File: src/rtl/logic_unit_stage.sv
module logic_unit_stage #(
  parameter int A_W = 30,
  parameter int B_W = 18
) (
  input  logic               clk,
  input  logic               rst,
  input  logic               ce,
  input  logic [A_W-1:0]     a,
  input  logic [B_W-1:0]     b,
  input  logic [A_W+B_W-1:0] c,
  input  logic [8:0]         opmode,
  input  logic [3:0]         alumode,
  output logic [A_W+B_W-1:0] p,
  output logic               bad_mode
);
  localparam int P_W = A_W + B_W;
  localparam logic [3:0] XOR3_CODE = 4'b0100;
  localparam logic [3:0] RST_CODE  = 4'b1100;

  logic [A_W-1:0] a_q;
  logic [B_W-1:0] b_q;
  logic [P_W-1:0] c_q;
  logic [8:0]     op_q;
  logic [3:0]     alu_q;

  always_ff @(posedge clk) begin
    if (rst) begin
      a_q   <= '0;
      b_q   <= '0;
      c_q   <= '0;
      op_q  <= '0;
      alu_q <= RST_CODE;
    end else if (ce) begin
      a_q   <= a;
      b_q   <= b;
      c_q   <= c;
      op_q  <= opmode;
      alu_q <= alumode;
    end
  end

  wire [1:0] x_sel = op_q[1:0];
  wire [1:0] y_sel = op_q[3:2];
  wire [2:0] z_sel = op_q[6:4];
  wire [1:0] w_sel = op_q[8:7];

  logic [P_W-1:0] x_mux, y_mux, z_mux;

  always_comb begin
    case (x_sel)
      2'b01:   x_mux = {a_q, b_q};
      2'b10:   x_mux = p;
      2'b11:   x_mux = c_q;
      default: x_mux = '0;
    endcase
    case (y_sel)
      2'b10:   y_mux = '1;
      2'b11:   y_mux = c_q;
      default: y_mux = '0;
    endcase
    case (z_sel)
      3'b001:  z_mux = p;
      3'b010:  z_mux = c_q;
      default: z_mux = '0;
    endcase
  end

  wire [P_W-1:0] z_adj    = z_mux ^ {P_W{alu_q[0]}};
  wire [P_W-1:0] gate_out = (y_sel == 2'b10) ? (x_mux | z_adj) : (x_mux & z_adj);
  wire [P_W-1:0] parity   = x_mux ^ y_mux ^ z_mux ^ {P_W{alu_q[1] ^ alu_q[0]}};
  wire [P_W-1:0] fn_out   = alu_q[3] ? (gate_out ^ {P_W{alu_q[1]}}) : parity;

  wire mode_ok = (w_sel == 2'b00) && (y_sel != 2'b01) && alu_q[2] &&
                 ((y_sel != 2'b11) || (alu_q == XOR3_CODE));

  always_ff @(posedge clk) begin
    if (rst) begin
      p        <= '0;
      bad_mode <= 1'b0;
    end else if (ce) begin
      bad_mode <= !mode_ok;
      if (mode_ok) p <= fn_out;
    end
  end


  reset_clear_chk: assert property (@(posedge clk)
    $past(rst) |-> (p == '0 && !bad_mode));


  hold_on_bad_chk: assert property (@(posedge clk) disable iff (rst)
    bad_mode |-> $stable(p));


  w_guard_chk: assert property (@(posedge clk) disable iff (rst)
    (ce && w_sel != 2'b00) |=> bad_mode);


  xor3_guard_chk: assert property (@(posedge clk) disable iff (rst)
    (ce && y_sel == 2'b11 && alu_q != XOR3_CODE) |=> bad_mode);


  idle_hold_chk: assert property (@(posedge clk) disable iff (rst)
    (!$past(ce) && !$past(rst)) |-> ($stable(p) && $stable(bad_mode)));
endmodule

File: config.mk
export PLATFORM = sky130hd
export DESIGN_NAME = logic_unit_stage
export DESIGN_NICKNAME = d
export VERILOG_FILES = /design/src/rtl/logic_unit_stage.sv
export SDC_FILE = /design/constraint.sdc
export NUM_CORES = 1
export LEC_CHECK = 0
export ABC_CLOCK_PERIOD_IN_PS = 4100
export BUFFER_PORTS_ARGS = -buffer_cell sky130_fd_sc_hd__buf_2
export CORE_MARGIN = 2
export CORE_UTILIZATION = 61
export DETAILED_ROUTE_END_ITERATION = 16
export GPL_TIMING_DRIVEN = 0
export PLACE_DENSITY = 0.88
export SLEW_MARGIN = 40
export SYNTH_ARGS = -nofsm -noshare
export SYNTH_HDL_FRONTEND = slang
export SYNTH_SLANG_ARGS = --single-unit
File: constraint.sdc
create_clock -name clk -period 4.1 [get_ports clk]
set_input_delay 0.82 -clock clk [delete_from_list [all_inputs] [get_ports clk]]
set_output_delay 0.82 -clock clk [all_outputs]
set_load 0.05 [all_outputs]
* Yosys cells after proc, flatten, opt, wreduce, memory -nomap -nowiden
Index checks and enable logic that the tools add are counted.
** Storage, ports and cells
- Output and inout port bits :: 49
- Register bits :: 158
- Word-level logic and storage cells :: 37
** Cells by class
- Bitwise logic cells :: 8
- Muxes and demuxes :: 5
- Eq/ne operators :: 10
- Reductions and logical operators :: 7
** Operators by type and width (number)
- 48-bit XOR :: 5
- 48-bit one-hot mux with 2 select lines :: 2
- 48-bit one-hot mux with 3 select lines :: 1
- 48-bit 2-to-1 mux :: 2
- 48-bit bitwise AND :: 1
- 48-bit bitwise OR :: 1
- 2-bit equality test (second input constant) :: 4
- 4-bit by 3-bit equality test with 1-bit output (second input constant) :: 1
- 3-bit by 1-bit equality test with 1-bit output (second input constant) :: 1
- 3-bit by 2-bit equality test with 1-bit output (second input constant) :: 1
- 1-bit logical AND :: 3
- 2-bit by 1-bit equality test with 1-bit output (second input constant) :: 1
- 2-bit logical NOT :: 1
- 2-bit by 1-bit inequality test with 1-bit output (second input constant) :: 1
- 2-bit inequality test (second input constant) :: 1
- 2-bit AND reduction :: 1
- 1-bit logical NOT :: 1
- 1-bit logical OR :: 1
- 1-bit XOR :: 1

* Logic depth before layout (Yosys ltp)
Gate-level depths: netlist of the first run.
- Word-level depth :: 7
- Depth in mapped cells :: 10
- Gate-level depth less buffers :: 6

* Worst setup path before layout of the first run
Ideal clock, no wire load.
- Path type :: register -> register
- Start :: reg alu_q[0]
- End :: reg p[46]
- Arrival time :: 2.370 ns
- Setup slack :: 1.618 ns
- Stages on the path, launching flop included :: 11
- Path buffers :: 4
- Library setup time :: 0.112 ns
- Data required time :: 3.988 ns
- Path through :: dfxtp_1 -> inv_2 -> clkbuf_1 -> ha_1 -> clkbuf_1 -> buf_2 -> buf_2 -> xor2_1 -> xnor2_1 -> xnor2_1 -> a2111oi_1
** Between the ends
- Longest elaborated chain between the ends :: 5
- Elaborated cells between the ends (all ways) :: 12
** Ends and longest elaborated chain
- from (decl) :: line 24 : logic [3:0] alu_q;
- from (signal assigned) :: line 38 : alu_q <= alumode;
- 48-bit XOR :: line 68 : wire [P_W-1:0] z_adj = z_mux ^ {P_W{alu_q[0]}};
- 48-bit bitwise AND or 48-bit bitwise OR (tied branches) :: line 69 : wire [P_W-1:0] gate_out = (y_sel == 2'b10) ? (x_mux | z_adj) : (x_mux & z_adj);
- 48-bit 2-to-1 mux :: line 69
- 48-bit XOR :: line 71 : wire [P_W-1:0] fn_out = alu_q[3] ? (gate_out ^ {P_W{alu_q[1]}}) : parity;
- 48-bit 2-to-1 mux :: line 71
- to (signal assigned) :: line 82 : if (mode_ok) p <= fn_out;
- to (decl) :: line 13 : output logic [A_W+B_W-1:0] p,
Several ways; a longest one is shown, not always the timed one.
A chain may end at the register's enable or synchronous reset.

* Worst setup path after layout of the first run
- Start :: reg alu_q[0]
- End :: reg p[32]
The elaborated chain is that of the path after synthesis.

==> flow_summary.ini, run 1 <==
[run_status]
status = completed

[global_route]
grtUsageTotal_pct = 33.1
grt_overflow = 0
grt_pass1_wl_um = 51700
grt_max_degree = 17
grt_pass1_vias = 9807
antenna_found_initial = 0

[final_layout]
layout_common_cells = 188 x buf_2, 158 x dfxtp_1, 155 x mux2i_1, 155 x nor2_1, 144 x xnor2_1
drive_gt1_share_pct = 27.7
ff_latch_area_mm2 = 0.00316
fill_cells = 1298
final_cells = 1548
num_antenna_cells = 0
syn_to_final_growth_pct = 15.3
multi_input_comb_area_mm2 = 0.00720
final_common_cell = buf_2
finalNetCount = 1419

[worst_hold_path]
hold_class = register to register

[power]
power.density_mw_per_mm2 = 376
total_leakage_power_nw = 5.24
vdd_ir_drop_max_mv = 0.366

[cts]
holdBufCountCts = 0
cts_made_buffers = 17
clk_path_buf_depth = 2
clkLatencyLatePin_ps = 450
cts_setup_buffers = 0
ctsResizeCount = 0
clkTransAtPathRegs_ps = 70
htreeDepth = 4
clock-sinks = 158
cts_tree = yes
ctsRootBufferMaster = clkbuf_16

[route]
antenna_left = 0
route.detailed.drc = 0
drt-total-wl_um = 32600
first_pass_iters = 6
vias = 9715
viasPerCell = 6.28
routedWlPerCell_um = 21.0
drtIter0Drc = 988

[critical_path]
crit_buf_inv = 5
max_stage_delay_ps = 630
path_cells = inv_2 -> clkbuf_1 -> ha_1 -> clkbuf_1 -> buf_2 -> buf_2 -> xor2_1 -> xnor2_1 -> xnor2_1 -> a2111oi_2
path_max_fanout = 10
cp.required_ps = 4440
worstSetupStartpointType = register
critPathKind = register to register
path_delay_family = buffers and inverters
r2r_slack_ps = 950
end_kind = register
cpMaxStageDelayCell = clkbuf_1
worstPathArrival_ps = 3490

[timing]
setup_slack_ps = 955
timing.setup.tns_ps = 0
finalHoldViolCount = 0
tightest_slew_ps = 852
max_freq_mhz = 318
slew_headroom_pct = 43.2
grt_setup_unrepaired = false
clock_skew_ps = 9.16
min_period_ps = 3150
post-route-period-util_pct = 76.7
setup_violations = 0
drv_slew = 0
hold_slack_ps = 497

[logic_synthesis]
synth.avg_cell_area_um2 = 9.70
ys_seq_elements = 158
syn_nets = 1242
synth_cells = 1129
ys_types = 40
yosysWarnings = 0
yosysSeqAreaShare_pct = 28.9
syn_area_mm2 = 0.0110

[placement]
hpwl_um = 22100
dp_slack_ps = 1050
gp_congestion = 0.918
dp.cells = 1516
io_buffers = 158

[floorplan]
dieArea_mm2 = 0.0190
die_width_um = 138
placementRows = 49
core-area_mm2 = 0.0178
io_pins = 161
initial_core_util_pct = 61.6
die_h_um = 138

[run]
maxCapViolations = 0
==> cell usage after synthesis (all sizes together) <==
cell     number  area share (%)
o21ai        48             2.2
dfxtp       158              29
a211oi        1           0.069
xnor2       144              12
a21oi         1           0.046
inv           4            0.14
clkbuf       48             1.7
nor2        155             5.3
mux2i       155              14
nand3b        1           0.069
nor3b         1           0.069
buf          63             3.6
ha            1            0.11
maj3         48             4.6
nor2b        53             3.1
mux2         48             5.2
nand2         3            0.10
nand4bb       1            0.10
and2b         1           0.091
xor2         48             3.8
nor3          1           0.046
o21bai        1           0.069
a32oi        48             6.1
a2111oi      47             5.2
a22oi        48             3.7
a211o         2            0.16
==> flip-flops by register name (all words and copies together) (netlist names) <==
register	flops
alu_q	4
b_q	18
a_q	30
op_q	9
bad_mode	1
c_q	48
p	48
==> layout make-up <==
| class | instances | share of cell area [%] |
|---|---|---|
| buffer | 111 | 4.54 |
| tap | 229 | 2.27 |
| clock inverter | 11 | 1.04 |
| multi-input combinational | 856 | 57.0 |
| inverter | 4 | 0.119 |
| sequential | 158 | 25.0 |
| clock buffer | 21 | 3.72 |
| timing repair buffer | 158 | 6.26 |
==> routing by layer <==
metal  track usage [%]  share of wire (%)  routed length, um
met1              42.0                 40              13000
met4              15.6                4.0               1310
met5                 0                  0                  0
met3              5.65                8.5               2760
met2              55.2                 48              15500
==> final timing paths <==
path | endpoint | startpoint | depth (start not counted)
setup reg to reg | p[32] | alu_q[0] | 10
setup / recovery | p[32] | alu_q[0] | 10
hold reg to reg | a_q[7] | a_q[7] | 2
hold / removal | a_q[7] | a_q[7] | 2
==> logic make-up after synthesis <==
family,synth area share (%)
simple gates,8.89
mux,19.3
compound gates,17.5
xor+xnor,15.4
flops,28.9
buf+inv,5.36
fa+ha+maj,4.69
==> through the flow <==
stage | area (um^2) | total power, mW | utilization, %
finish | 12600 | 4.76 | 71.1
global placement | 12000 | 3.05 | 67.7
floorplan | 11000 | 2.77 | -
CTS | 12600 | 4.71 | 71.1
detailed placement | 12000 | 3.09 | 67.7
global route | 12600 | 4.90 | 71.1
==> where the power goes <==
group	internal, mW	switching, mW
Sequential	1.65	0.119
Combinational	0.531	0.799
Clock	0.950	0.710
Total	3.13	1.63
==> worst min-delay path, delay by kind of cell, from the launching register on <==
family / cells / cell delay (ps)
flip-flops: 1 / 320
multiplexers: 1 / 60
AND/OR/NAND/NOR: 1 / 80
Power figures use the tool's default switching activity.
==> run 2: changes to the inputs <==
- ABC_CLOCK_PERIOD_IN_PS: 4100 -> 3000
- CORE_UTILIZATION: 61 -> 59
- PLACE_DENSITY: 0.88 -> 0.86
- clock period: 4.1 -> 3 ns (I/O delays scaled with it)
==> flow_summary.ini, run 2 (synthesis gave the netlist of run 1 again) <==
[run_status]
status = completed

[placement]
hpwl_um = 22000
gp_congestion = 0.874
dp.cells = 1516
io_buffers = 158
dpl_cell_area_mm2 = 0.0120
dp_slack_ps = -32.5

[timing]
finalHoldViolCount = 0
setup_violations = 0
grt_setup_unrepaired = false
max_freq_mhz = 377
drv_slew = 0
post-route-period-util_pct = 88.5
hold_slack_ps = 398
clock_skew_ps = 9.56
tightest_slew_ps = 904
slew_headroom_pct = 39.8
min_period_ps = 2650
setup_slack_ps = 346

[floorplan]
placementRows = 49
dieArea_mm2 = 0.0197
die_width_um = 140
die_h_um = 140
io_pins = 161
initial_core_util_pct = 60.6
core-area_mm2 = 0.0181

[route]
antenna_left = 0
drtIter0Drc = 830
viasPerCell = 6.20
first_pass_iters = 5
vias = 9590
routedWlPerCell_um = 20.5
drt-total-wl_um = 31700
route.detailed.drc = 0

[power]
power.density_mw_per_mm2 = 513
total_power_mw = 6.47
vdd_ir_drop_max_mv = 0.471
total_leakage_power_nw = 5.24

[final_layout]
reg_top3 = c_q: 48 flops, p: 48 flops, a_q: 30 flops
layout_common_cells = 188 x buf_2, 158 x dfxtp_1, 155 x mux2i_1, 155 x nor2_1, 144 x xnor2_1
syn_to_final_growth_pct = 15.2
final_common_cell = buf_2
finalNetCount = 1418
final_cells = 1546
final_cell_area_mm2 = 0.0126
drive_gt1_share_pct = 27.7

[critical_path]
worstPathArrival_ps = 2980
path_max_fanout = 13
r2r_end = p[37]
critPathKind = register to register
r2r_slack_ps = 350
max_stage_delay_ps = 370
worst_r2r_path_depth = 9
cpMaxStageDelayCell = buf_2
path_cells = inv_2 -> ha_1 -> clkbuf_1 -> buf_2 -> buf_2 -> xor2_1 -> xnor2_1 -> xnor2_1 -> a2111oi_1
r2r_start = alu_q[0]
worstSetupStartpointType = register
cp.required_ps = 3320
end_kind = register

[cts]
clk_path_buf_depth = 2
clkLatencyLatePin_ps = 440
cts_made_buffers = 17
clock-sinks = 158
ctsResizeCount = 0
clkTransAtPathRegs_ps = 70
cts_tree = yes
ctsRootBufferMaster = clkbuf_16
htreeDepth = 4

[global_route]
grt_overflow = 0
grt_pass1_vias = 9679
grt_max_degree = 17
grtUsageTotal_pct = 32.1
grt_pass1_wl_um = 50600
antenna_found_initial = 0

[run]
maxCapViolations = 0

[worst_hold_path]
holdCritStartpoint = a[12]
hold_class = input port to register
hold_path_depth = 3
min_to = a_q[12]
## run 2: repair_timing
action	4_1_cts	5_1_grt
buffers inserted	0	0
setup endpoints to repair	13	0
hold buffers	0	0
## run 2: worst max path at each step
stage,from,endpoint,slack [ps],cells after the start
global placement,alu_q[0],p[37],20,9
CTS,alu_q[0],p[31],360,9
finish,alu_q[0],p[37],350,9
detailed placement,alu_q[0],p[31],-30,10
floorplan,alu_q[0],p[46],520,10
global route,alu_q[0],p[40],150,9
## run 2: layer usage
| layer | GRT usage, % | wire length, um | part of all wire, % | vias up |
|---|---|---|---|---|
| met3 | 5.88 | 2340 | 7.4 | 84 |
| met5 | 0 | 0 | 0 | - |
| met2 | 53.2 | 15200 | 48 | 462 |
| li1 | - | - | - | 4371 |
| met1 | 40.7 | 13100 | 41 | 4673 |
| met4 | 14.4 | 997 | 3.1 | 0 |
## run 2: per-stage QoR
| step | utilization (%) | setup TNS, ps |
|---|---|---|
| floorplan | - | 0 |
| global placement | 66.5 | 0 |
| detailed placement | 66.5 | -72.5 |
| CTS | 69.8 | 0 |
| global route | 69.8 | 0 |
| finish | 69.8 | 0 |
## run 2: layout make-up
class	count	area [um^2]
multi-input combinational	856	7200
fill	1352	5460
sequential	158	3160
timing repair buffer	158	791
buffer	110	569
clock buffer	17	425
tap	229	287
clock inverter	13	168
inverter	4	15.0
antenna	1	2.50
## run 2: critical path, delay by kind of cell (launching register included)
family | cells | cell delay (ps)
buf+inv | 4 | 960
fa+ha+maj | 1 | 330
flops | 1 | 360
xor+xnor | 3 | 520
compound gates | 1 | 360
## run 2: report_power, final
group / leakage [nW] / internal [mW] / switching, mW
clock: 0.286 / 1.31 / 0.947
combinational: 3.65 / 0.725 / 1.08
sequential: 1.30 / 2.25 / 0.162
total: 5.24 / 4.28 / 2.19
